==> src/rtl/wsb_pkg.sv <==
package wsb_pkg;

    typedef enum logic {
        ING_IDLE,
        ING_BURST
    } ing_state_t;

    typedef enum logic {
        EG_IDLE,
        EG_SEND
    } eg_state_t;

endpackage

==> src/rtl/wsb_commit_fifo.sv <==
// Synchronous FIFO whose read side sees only entries below a commit pointer.
module wsb_commit_fifo #(
    parameter int W     = 36,
    parameter int DEPTH = 16   // power of two
) (
    input  logic         clk,
    input  logic         rst_n,
    input  logic         push,
    input  logic [W-1:0] wdata,
    input  logic         commit,
    input  logic         pop,
    output logic [W-1:0] rdata,
    output logic         avail,
    output logic         full
);
    localparam int AW = $clog2(DEPTH);
    localparam int PW = AW + 1;

    logic [W-1:0]  mem [DEPTH];
    logic [PW-1:0] wr_ptr, cm_ptr, rd_ptr;
    logic [PW-1:0] wr_next;

    assign wr_next = push ? wr_ptr + PW'(1) : wr_ptr;
    assign full    = (wr_ptr - rd_ptr) == PW'(DEPTH);
    assign avail   = cm_ptr != rd_ptr;
    assign rdata   = mem[rd_ptr[AW-1:0]];

    always_ff @(posedge clk or negedge rst_n) begin
        if (!rst_n) begin
            wr_ptr <= '0;
            cm_ptr <= '0;
            rd_ptr <= '0;
        end else begin
            wr_ptr <= wr_next;
            if (commit) cm_ptr <= wr_next;
            if (pop)    rd_ptr <= rd_ptr + PW'(1);
        end
    end

    always_ff @(posedge clk) begin
        if (push) mem[wr_ptr[AW-1:0]] <= wdata;
    end


    no_overflow_chk: assert property (@(posedge clk) disable iff (!rst_n)
        !(push && full));


    no_underflow_chk: assert property (@(posedge clk) disable iff (!rst_n)
        pop |-> avail);

endmodule

==> src/rtl/wsb_ingress.sv <==
// Accepts target-side phases, tracks the open segment, commits at boundaries.
module wsb_ingress
    import wsb_pkg::*;
#(
    parameter int ADDR_W = 16,
    parameter int REG_W  = 3,
    parameter int SEG_LG = 3,
    localparam int WA_W   = ADDR_W - 2,
    localparam int CNT_W  = SEG_LG + 1,
    localparam int DESC_W = REG_W + WA_W + CNT_W
) (
    input  logic              clk,
    input  logic              rst_n,
    input  logic              in_valid,
    input  logic              in_start,
    input  logic [REG_W-1:0]  in_region,
    input  logic [ADDR_W-1:0] in_addr,
    input  logic              in_wrap,
    input  logic [31:0]       in_data,
    input  logic [3:0]        in_be,
    input  logic              in_last,
    output logic              in_wait,
    output logic              in_disc,
    input  logic              data_full,
    input  logic              desc_full,
    output logic              data_push,
    output logic [35:0]       data_wdata,
    output logic              commit,
    output logic              desc_push,
    output logic [DESC_W-1:0] desc_wdata
);
    localparam int SEG_WORDS = 1 << SEG_LG;

    ing_state_t        st_q, st_d;
    logic [WA_W-1:0]   cur_word_q, seg_word_q;
    logic [CNT_W-1:0]  beats_q;
    logic [REG_W-1:0]  seg_reg_q;

    logic              is_first, accept, wrap_now, hit_boundary, commit_now;
    logic [WA_W-1:0]   this_word, seg_base;
    logic [CNT_W-1:0]  prior;
    logic [REG_W-1:0]  reg_eff;

    // State register
    always_ff @(posedge clk or negedge rst_n) begin
        if (!rst_n) begin
            st_q       <= ING_IDLE;
            cur_word_q <= '0;
            seg_word_q <= '0;
            beats_q    <= '0;
            seg_reg_q  <= '0;
        end else begin
            st_q <= st_d;
            if (accept) begin
                cur_word_q <= this_word + WA_W'(1);
                seg_word_q <= commit_now ? this_word + WA_W'(1) : seg_base;
                beats_q    <= commit_now ? '0 : prior + CNT_W'(1);
                seg_reg_q  <= reg_eff;
            end
        end
    end

    // Next state and outputs
    always_comb begin
        in_wait      = data_full || desc_full;
        is_first     = (st_q == ING_IDLE) && in_start;
        accept       = in_valid && !in_wait && ((st_q == ING_BURST) || in_start);
        this_word    = is_first ? in_addr[ADDR_W-1:2] : cur_word_q;
        prior        = is_first ? '0 : beats_q;
        seg_base     = is_first ? this_word : seg_word_q;
        reg_eff      = is_first ? in_region : seg_reg_q;
        hit_boundary = &this_word[SEG_LG-1:0];
        wrap_now     = is_first && in_wrap;
        commit_now   = accept && (in_last || wrap_now || hit_boundary);

        in_disc      = accept && wrap_now;
        data_push    = accept;
        data_wdata   = {in_be, in_data};
        commit       = commit_now;
        desc_push    = commit_now;
        desc_wdata   = {reg_eff, seg_base, prior + CNT_W'(1)};

        st_d = st_q;
        unique case (st_q)
            ING_IDLE:  if (accept && !(in_last || wrap_now)) st_d = ING_BURST;
            ING_BURST: if (accept && in_last)                st_d = ING_IDLE;
            default:   st_d = ING_IDLE;
        endcase
    end


    aligned_start_chk: assert property (@(posedge clk) disable iff (!rst_n)
        (in_valid && is_first) |-> (in_addr[1:0] == 2'b00));


    wrap_single_chk: assert property (@(posedge clk) disable iff (!rst_n)
        in_disc |=> (st_q == ING_IDLE && beats_q == '0));


    last_commit_chk: assert property (@(posedge clk) disable iff (!rst_n)
        (accept && in_last) |=> (st_q == ING_IDLE && beats_q == '0));


    seg_fit_chk: assert property (@(posedge clk) disable iff (!rst_n)
        desc_push |-> (int'(desc_wdata[CNT_W +: SEG_LG]) + int'(desc_wdata[CNT_W-1:0]) <= SEG_WORDS));

endmodule

==> src/rtl/wsb_egress.sv <==
// Drains committed segments as memory-mapped burst writes.
module wsb_egress
    import wsb_pkg::*;
#(
    parameter int ADDR_W = 16,
    parameter int REG_W  = 3,
    parameter int SEG_LG = 3,
    localparam int WA_W   = ADDR_W - 2,
    localparam int CNT_W  = SEG_LG + 1,
    localparam int DESC_W = REG_W + WA_W + CNT_W
) (
    input  logic              clk,
    input  logic              rst_n,
    input  logic              desc_avail,
    input  logic [DESC_W-1:0] desc_rdata,
    output logic              desc_pop,
    input  logic              data_avail,
    input  logic [35:0]       data_rdata,
    output logic              data_pop,
    output logic              mm_write,
    output logic [ADDR_W-1:0] mm_address,
    output logic [CNT_W-1:0]  mm_burstcount,
    output logic [31:0]       mm_writedata,
    output logic [3:0]        mm_byteenable,
    output logic [REG_W-1:0]  mm_region,
    input  logic              mm_waitrequest
);
    localparam int SEG_WORDS = 1 << SEG_LG;

    eg_state_t        st_q, st_d;
    logic [REG_W-1:0] reg_q;
    logic [WA_W-1:0]  word_q;
    logic [CNT_W-1:0] cnt_q, remain_q;
    logic             last_beat;

    // State register
    always_ff @(posedge clk or negedge rst_n) begin
        if (!rst_n) begin
            st_q     <= EG_IDLE;
            reg_q    <= '0;
            word_q   <= '0;
            cnt_q    <= '0;
            remain_q <= '0;
        end else begin
            st_q <= st_d;
            if (desc_pop) begin
                reg_q    <= desc_rdata[DESC_W-1 -: REG_W];
                word_q   <= desc_rdata[CNT_W +: WA_W];
                cnt_q    <= desc_rdata[CNT_W-1:0];
                remain_q <= desc_rdata[CNT_W-1:0];
            end else if (data_pop) begin
                remain_q <= remain_q - CNT_W'(1);
            end
        end
    end

    // Next state and outputs
    always_comb begin
        desc_pop      = (st_q == EG_IDLE) && desc_avail;
        mm_write      = (st_q == EG_SEND);
        data_pop      = mm_write && !mm_waitrequest;
        last_beat     = remain_q == CNT_W'(1);
        mm_address    = {word_q, 2'b00};
        mm_burstcount = cnt_q;
        mm_region     = reg_q;
        mm_writedata  = data_rdata[31:0];
        mm_byteenable = data_rdata[35:32];

        st_d = st_q;
        unique case (st_q)
            EG_IDLE: if (desc_avail)            st_d = EG_SEND;
            EG_SEND: if (data_pop && last_beat) st_d = EG_IDLE;
            default: st_d = EG_IDLE;
        endcase
    end


    beat_committed_chk: assert property (@(posedge clk) disable iff (!rst_n)
        mm_write |-> data_avail);


    hold_chk: assert property (@(posedge clk) disable iff (!rst_n)
        (mm_write && mm_waitrequest) |=> (mm_write && $stable(mm_address) &&
            $stable(mm_burstcount) && $stable(mm_writedata) &&
            $stable(mm_byteenable) && $stable(mm_region)));


    no_cross_chk: assert property (@(posedge clk) disable iff (!rst_n)
        mm_write |-> (mm_burstcount != '0 &&
            int'(mm_address[SEG_LG+1:2]) + int'(mm_burstcount) <= SEG_WORDS));

endmodule

==> src/rtl/wr_segment_bridge.sv <==
module wr_segment_bridge #(
    parameter int ADDR_W    = 16,
    parameter int REG_W     = 3,
    parameter int SEG_BYTES = 32,
    parameter int DEPTH     = 16,
    localparam int SEG_LG   = $clog2(SEG_BYTES / 4),
    localparam int CNT_W    = SEG_LG + 1
) (
    input  logic              clk,
    input  logic              rst_n,
    input  logic              in_valid,
    input  logic              in_start,
    input  logic [REG_W-1:0]  in_region,
    input  logic [ADDR_W-1:0] in_addr,
    input  logic              in_wrap,
    input  logic [31:0]       in_data,
    input  logic [3:0]        in_be,
    input  logic              in_last,
    output logic              in_wait,
    output logic              in_disc,
    output logic              mm_write,
    output logic [ADDR_W-1:0] mm_address,
    output logic [CNT_W-1:0]  mm_burstcount,
    output logic [31:0]       mm_writedata,
    output logic [3:0]        mm_byteenable,
    output logic [REG_W-1:0]  mm_region,
    input  logic              mm_waitrequest
);
    localparam int WA_W   = ADDR_W - 2;
    localparam int DESC_W = REG_W + WA_W + CNT_W;

    logic              data_push, data_commit, data_pop, data_avail, data_full;
    logic [35:0]       data_wdata, data_rdata;
    logic              desc_push, desc_pop, desc_avail, desc_full;
    logic [DESC_W-1:0] desc_wdata, desc_rdata;

    wsb_ingress #(.ADDR_W(ADDR_W), .REG_W(REG_W), .SEG_LG(SEG_LG)) u_ingress (
        .clk(clk), .rst_n(rst_n),
        .in_valid(in_valid), .in_start(in_start), .in_region(in_region),
        .in_addr(in_addr), .in_wrap(in_wrap), .in_data(in_data),
        .in_be(in_be), .in_last(in_last), .in_wait(in_wait), .in_disc(in_disc),
        .data_full(data_full), .desc_full(desc_full),
        .data_push(data_push), .data_wdata(data_wdata), .commit(data_commit),
        .desc_push(desc_push), .desc_wdata(desc_wdata)
    );

    wsb_commit_fifo #(.W(36), .DEPTH(DEPTH)) u_data_buf (
        .clk(clk), .rst_n(rst_n),
        .push(data_push), .wdata(data_wdata), .commit(data_commit),
        .pop(data_pop), .rdata(data_rdata), .avail(data_avail), .full(data_full)
    );

    wsb_commit_fifo #(.W(DESC_W), .DEPTH(DEPTH)) u_desc_buf (
        .clk(clk), .rst_n(rst_n),
        .push(desc_push), .wdata(desc_wdata), .commit(desc_push),
        .pop(desc_pop), .rdata(desc_rdata), .avail(desc_avail), .full(desc_full)
    );

    wsb_egress #(.ADDR_W(ADDR_W), .REG_W(REG_W), .SEG_LG(SEG_LG)) u_egress (
        .clk(clk), .rst_n(rst_n),
        .desc_avail(desc_avail), .desc_rdata(desc_rdata), .desc_pop(desc_pop),
        .data_avail(data_avail), .data_rdata(data_rdata), .data_pop(data_pop),
        .mm_write(mm_write), .mm_address(mm_address), .mm_burstcount(mm_burstcount),
        .mm_writedata(mm_writedata), .mm_byteenable(mm_byteenable),
        .mm_region(mm_region), .mm_waitrequest(mm_waitrequest)
    );

endmodule

==> config.mk <==
export PLATFORM = sky130hd
export DESIGN_NAME = wr_segment_bridge
export DESIGN_NICKNAME = d
export VERILOG_FILES = /design/src/rtl/wsb_pkg.sv /design/src/rtl/wsb_commit_fifo.sv /design/src/rtl/wsb_ingress.sv /design/src/rtl/wsb_egress.sv /design/src/rtl/wr_segment_bridge.sv
export SDC_FILE = /design/constraint.sdc
export NUM_CORES = 1
export LEC_CHECK = 0
export BUFFER_PORTS_ARGS = -buffer_cell sky130_fd_sc_hd__buf_4
export CELL_PAD_IN_SITES_DETAIL_PLACEMENT = 0
export CELL_PAD_IN_SITES_GLOBAL_PLACEMENT = 1
export CORE_MARGIN = 1.5
export CORE_UTILIZATION = 42
export DETAILED_ROUTE_END_ITERATION = 10
export GPL_ROUTABILITY_DRIVEN = 0
export PLACE_DENSITY_LB_ADDON = 0.1
export SLEW_MARGIN = 40
export SYNTH_ARGS = -nofsm -noshare
export SYNTH_HDL_FRONTEND = slang
export SYNTH_SLANG_ARGS = --single-unit
==> constraint.sdc <==
create_clock -name clk -period 16.6 [get_ports clk]
set_clock_uncertainty 0.15 [all_clocks]
set_input_delay 2.49 -clock clk [delete_from_list [all_inputs] [get_ports clk]]
set_output_delay 2.49 -clock clk [all_outputs]
set_load 0.005 [all_outputs]
==> flow_summary.yaml <==
cts:
  hold_buffers: 0
  clk_pin_slew_ps: 60
  post_cts_buffers: 0
  insertion_delay_ps: 690
  cts_root_buffer: "clkbuf_16"
  htreeDepth: 3
  cts_tree: "built"
  cts_num_sinks: 999
  clk_path_buf_depth: 3
  post_cts_resized: 0
  cts_buffers: 107
drt:
  wl_um: 90300
  routedWlPerCell_um: 27.0
  drt.antenna.violating_nets: 0
  drc_errors: 0
  via_per_inst: 5.46
  vias: 18300
  drt_pre_antenna_iters: 5
  drt_iter0_markers: 1712
power_and_ir_drop:
  p_per_area_nw_per_um2: 173
  peakVddDrop_mv: 0.104
  leakagePower_uw: 0.0150
floorplanning:
  core_region_area_um2: 92100
  io_pins: 124
  chipWidth_um: 308
  start_util: 0.426
  die_h_um: 308
  num_rows: 111
  die_area_um2: 95200
timing:
  fin_ws_ps: 9860
  rsz0062_at_grt: "no"
  period_minus_slack_ps: 6740
  tightest_slew_ps: 849
  drv_slew: 0
  relSlewSlack: 0.434
  setup_tns_ps: 0
  timing.fmax_mhz: 148
  hold_viol: 0
  finalCritPeriodShare: 0.406
  finalSetupViolCount: 0
cells_and_area:
  fin_nets: 2100
  layout-drive-gt1-share: 0.324
  synthToLayoutAreaGrowth_pct: 15.6
  fillers: 7550
  insertedDiodeCount: 0
setup_path:
  endpoint_kind: "primary output"
  path_buf_inv: 3
  worstSetupStartpointType: "flip-flop"
  crit_slowest_cell: "dfrtp_4"
  crit_path_max_incr_delay_ps: 880
  crit_type: "flip-flop to primary output"
  cp_max_fo: 40
  required_ps: 13960
  cp.arrival_ps: 4100
  path_delay_family: "buffers and inverters"
  worstPathCellList: "buf_6 > buf_6 > mux4_2 > mux4_2 > buf_4"
synth:
  syn_inst: 1830
  synth_cell_types: 55
  synth_edf_count: 912
  ys.warnings.count: 0
  synth_ff_type: "edfxtp_1"
  synth_async_sr_flop_share: 0.0871
  synth-seq-cells: 999
  syn_area_per_cell_um2: 21.4
  netlist_area_um2: 39200
  yosysSeqAreaShare: 0.754
global_routing:
  antenna_found_initial: 1
  grt_pass1_vias: 19700
  overflow: 0
  grt_pass1_wl_um: 132000
  grt_max_degree: 70
  grt_usage: 0.193
placement:
  portBuffers: 119
  dpl_worst_slack_ps: 9850
  hpwl_um: 46300
flow_run:
  cap_violations: 0
hold_path:
  hold_path.class: "flip-flop to flip-flop"
status:
  status: "complete, no violations"
-- registers in the layout, indices dropped and copies added (netlist names) --
signal	cells
u_data_buf.mem	576
u_egress.mm_write	1
u_ingress.beats_q	4
u_desc_buf.mem	336
u_desc_buf.cm_ptr	5
u_egress.mm_burstcount	4
u_ingress.seg_reg_q	3
u_desc_buf.wr_ptr	5
u_data_buf.rd_ptr	5
u_ingress.st_q	1
u_data_buf.wr_ptr	5
u_egress.remain_q	4
u_egress.word_q	14
u_ingress.cur_word_q	14
u_egress.mm_region	3
u_desc_buf.rd_ptr	5
u_ingress.seg_word_q	14
-- cell type report --
cell class              count  area, um^2  share of cell area
inverters                  22        83.8             0.00185
multi-input cells         713        9200               0.203
clock inverters            62         657              0.0145
well taps                1243        1560              0.0343
flip-flops and latches    999       29600               0.653
clock buffers             138        2890              0.0639
repair buffers            172        1330              0.0293
-- cells in the mapped netlist (2+ instances only) --
library cell | count | share of area
nand3_1 | 33 | 0.0042
o21ai_1 | 2 | 0.00026
a21boi_0 | 2 | 0.00038
a21o_1 | 10 | 0.0019
buf_4 | 4 | 0.00077
ha_1 | 23 | 0.0073
mux2_2 | 23 | 0.0066
and4_1 | 3 | 0.00067
a211o_1 | 2 | 0.00045
o31ai_1 | 3 | 0.00057
edfxtp_1 | 912 | 0.70
o211ai_1 | 2 | 0.00038
mux2i_1 | 10 | 0.0026
a31oi_1 | 8 | 0.0013
dfrtp_1 | 87 | 0.056
clkbuf_1 | 46 | 0.0044
nand2_1 | 106 | 0.010
nand4_1 | 7 | 0.0011
xor2_1 | 18 | 0.0040
a21oi_1 | 21 | 0.0027
or4_1 | 2 | 0.00038
or3_1 | 4 | 0.00064
and3_1 | 10 | 0.0016
nand2b_1 | 3 | 0.00048
and4b_1 | 5 | 0.0013
o21ai_0 | 46 | 0.0059
a211oi_1 | 2 | 0.00038
buf_1 | 15 | 0.0014
nor2_1 | 15 | 0.0014
inv_1 | 20 | 0.0019
nor3b_1 | 5 | 0.00096
and2_1 | 17 | 0.0027
buf_6 | 3 | 0.00086
mux4_2 | 281 | 0.16
xnor2_1 | 23 | 0.0051
nor3_1 | 11 | 0.0014
buf_2 | 28 | 0.0036
-- path summary, 6_finish.rpt --
path                                               from                 endpoint  slack, ps  depth (start not counted)
max in group asynchronous                         rst_n     u_desc_buf.rd_ptr[0]      13480                          2
worst min register to register  u_ingress.cur_word_q[9]  u_ingress.cur_word_q[9]        330                          2
worst max-delay path               u_data_buf.rd_ptr[0]         mm_writedata[27]       9860                          5
min in group asynchronous                         rst_n  u_ingress.cur_word_q[9]       1700                          1
worst min-delay path            u_ingress.cur_word_q[9]  u_ingress.cur_word_q[9]        330                          2
worst max register to register     u_data_buf.rd_ptr[3]    u_desc_buf.mem[12][1]      11800                         11
-- routing by layer --
metal  share of wire  global-route usage  vias up
met1            0.42               0.253     9855
met3           0.040              0.0296      128
li1                -                   -     7930
met5         0.00014                   0        -
met4           0.022              0.0544        2
met2            0.52               0.336      371
-- report_power, final --
part	total (uW)	internal, uW	switching (uW)
combinational	2180	1060	1120
clock	2380	1410	976
sequential	3270	3090	178
total	7840	5560	2270
-- layout by cell type, fill, tap and decap left out, types with 6 or more instances in the layout --
cell,count
a21o_1,10
a21oi_1,21
a31oi_1,8
and2_1,13
and3_1,6
buf_4,163
buf_6,9
bufinv_16,11
clkbuf_1,21
clkbuf_16,107
clkbuf_8,10
clkinv_1,16
clkinv_2,30
dfrtp_1,81
edfxtp_1,912
ha_1,23
inv_1,20
mux2_2,23
mux2i_1,10
mux4_2,281
nand2_1,106
nand3_1,33
nand4_1,7
nor2_1,10
nor3_2,6
o21ai_0,46
xnor2_1,23
xor2_1,18
-- cell families after synthesis --
family          share of synthesized area
compound gates                     0.0153
xor+xnor                          0.00916
fa+ha+maj                         0.00734
buf+inv                            0.0137
flops                               0.754
mux                                 0.171
other cells                     0.0000957
simple gates                       0.0296
-- worst min-delay path, cell delays in order, from the launching register on --
cell	delay [ps]
dfrtp_1	340
nand2_1	50
nand2_1	60
-- metrics by stage --
step | utilization | total power (uW) | hold slack (ps) | std cells | area, um^2
2_1_floorplan | - | 4760 | 296 | 1831 | 39200
6_report | 0.492 | 7840 | 327 | 3349 | 45300
5_1_grt | 0.492 | 8200 | 343 | 3349 | 45300
3_5_place_dp | 0.453 | 5570 | 314 | 3149 | 41700
4_1_cts | 0.492 | 7970 | 330 | 3349 | 45300
3_3_place_gp | 0.453 | 5540 | 312 | 3149 | 41700
(Power assumes the default switching activity.)
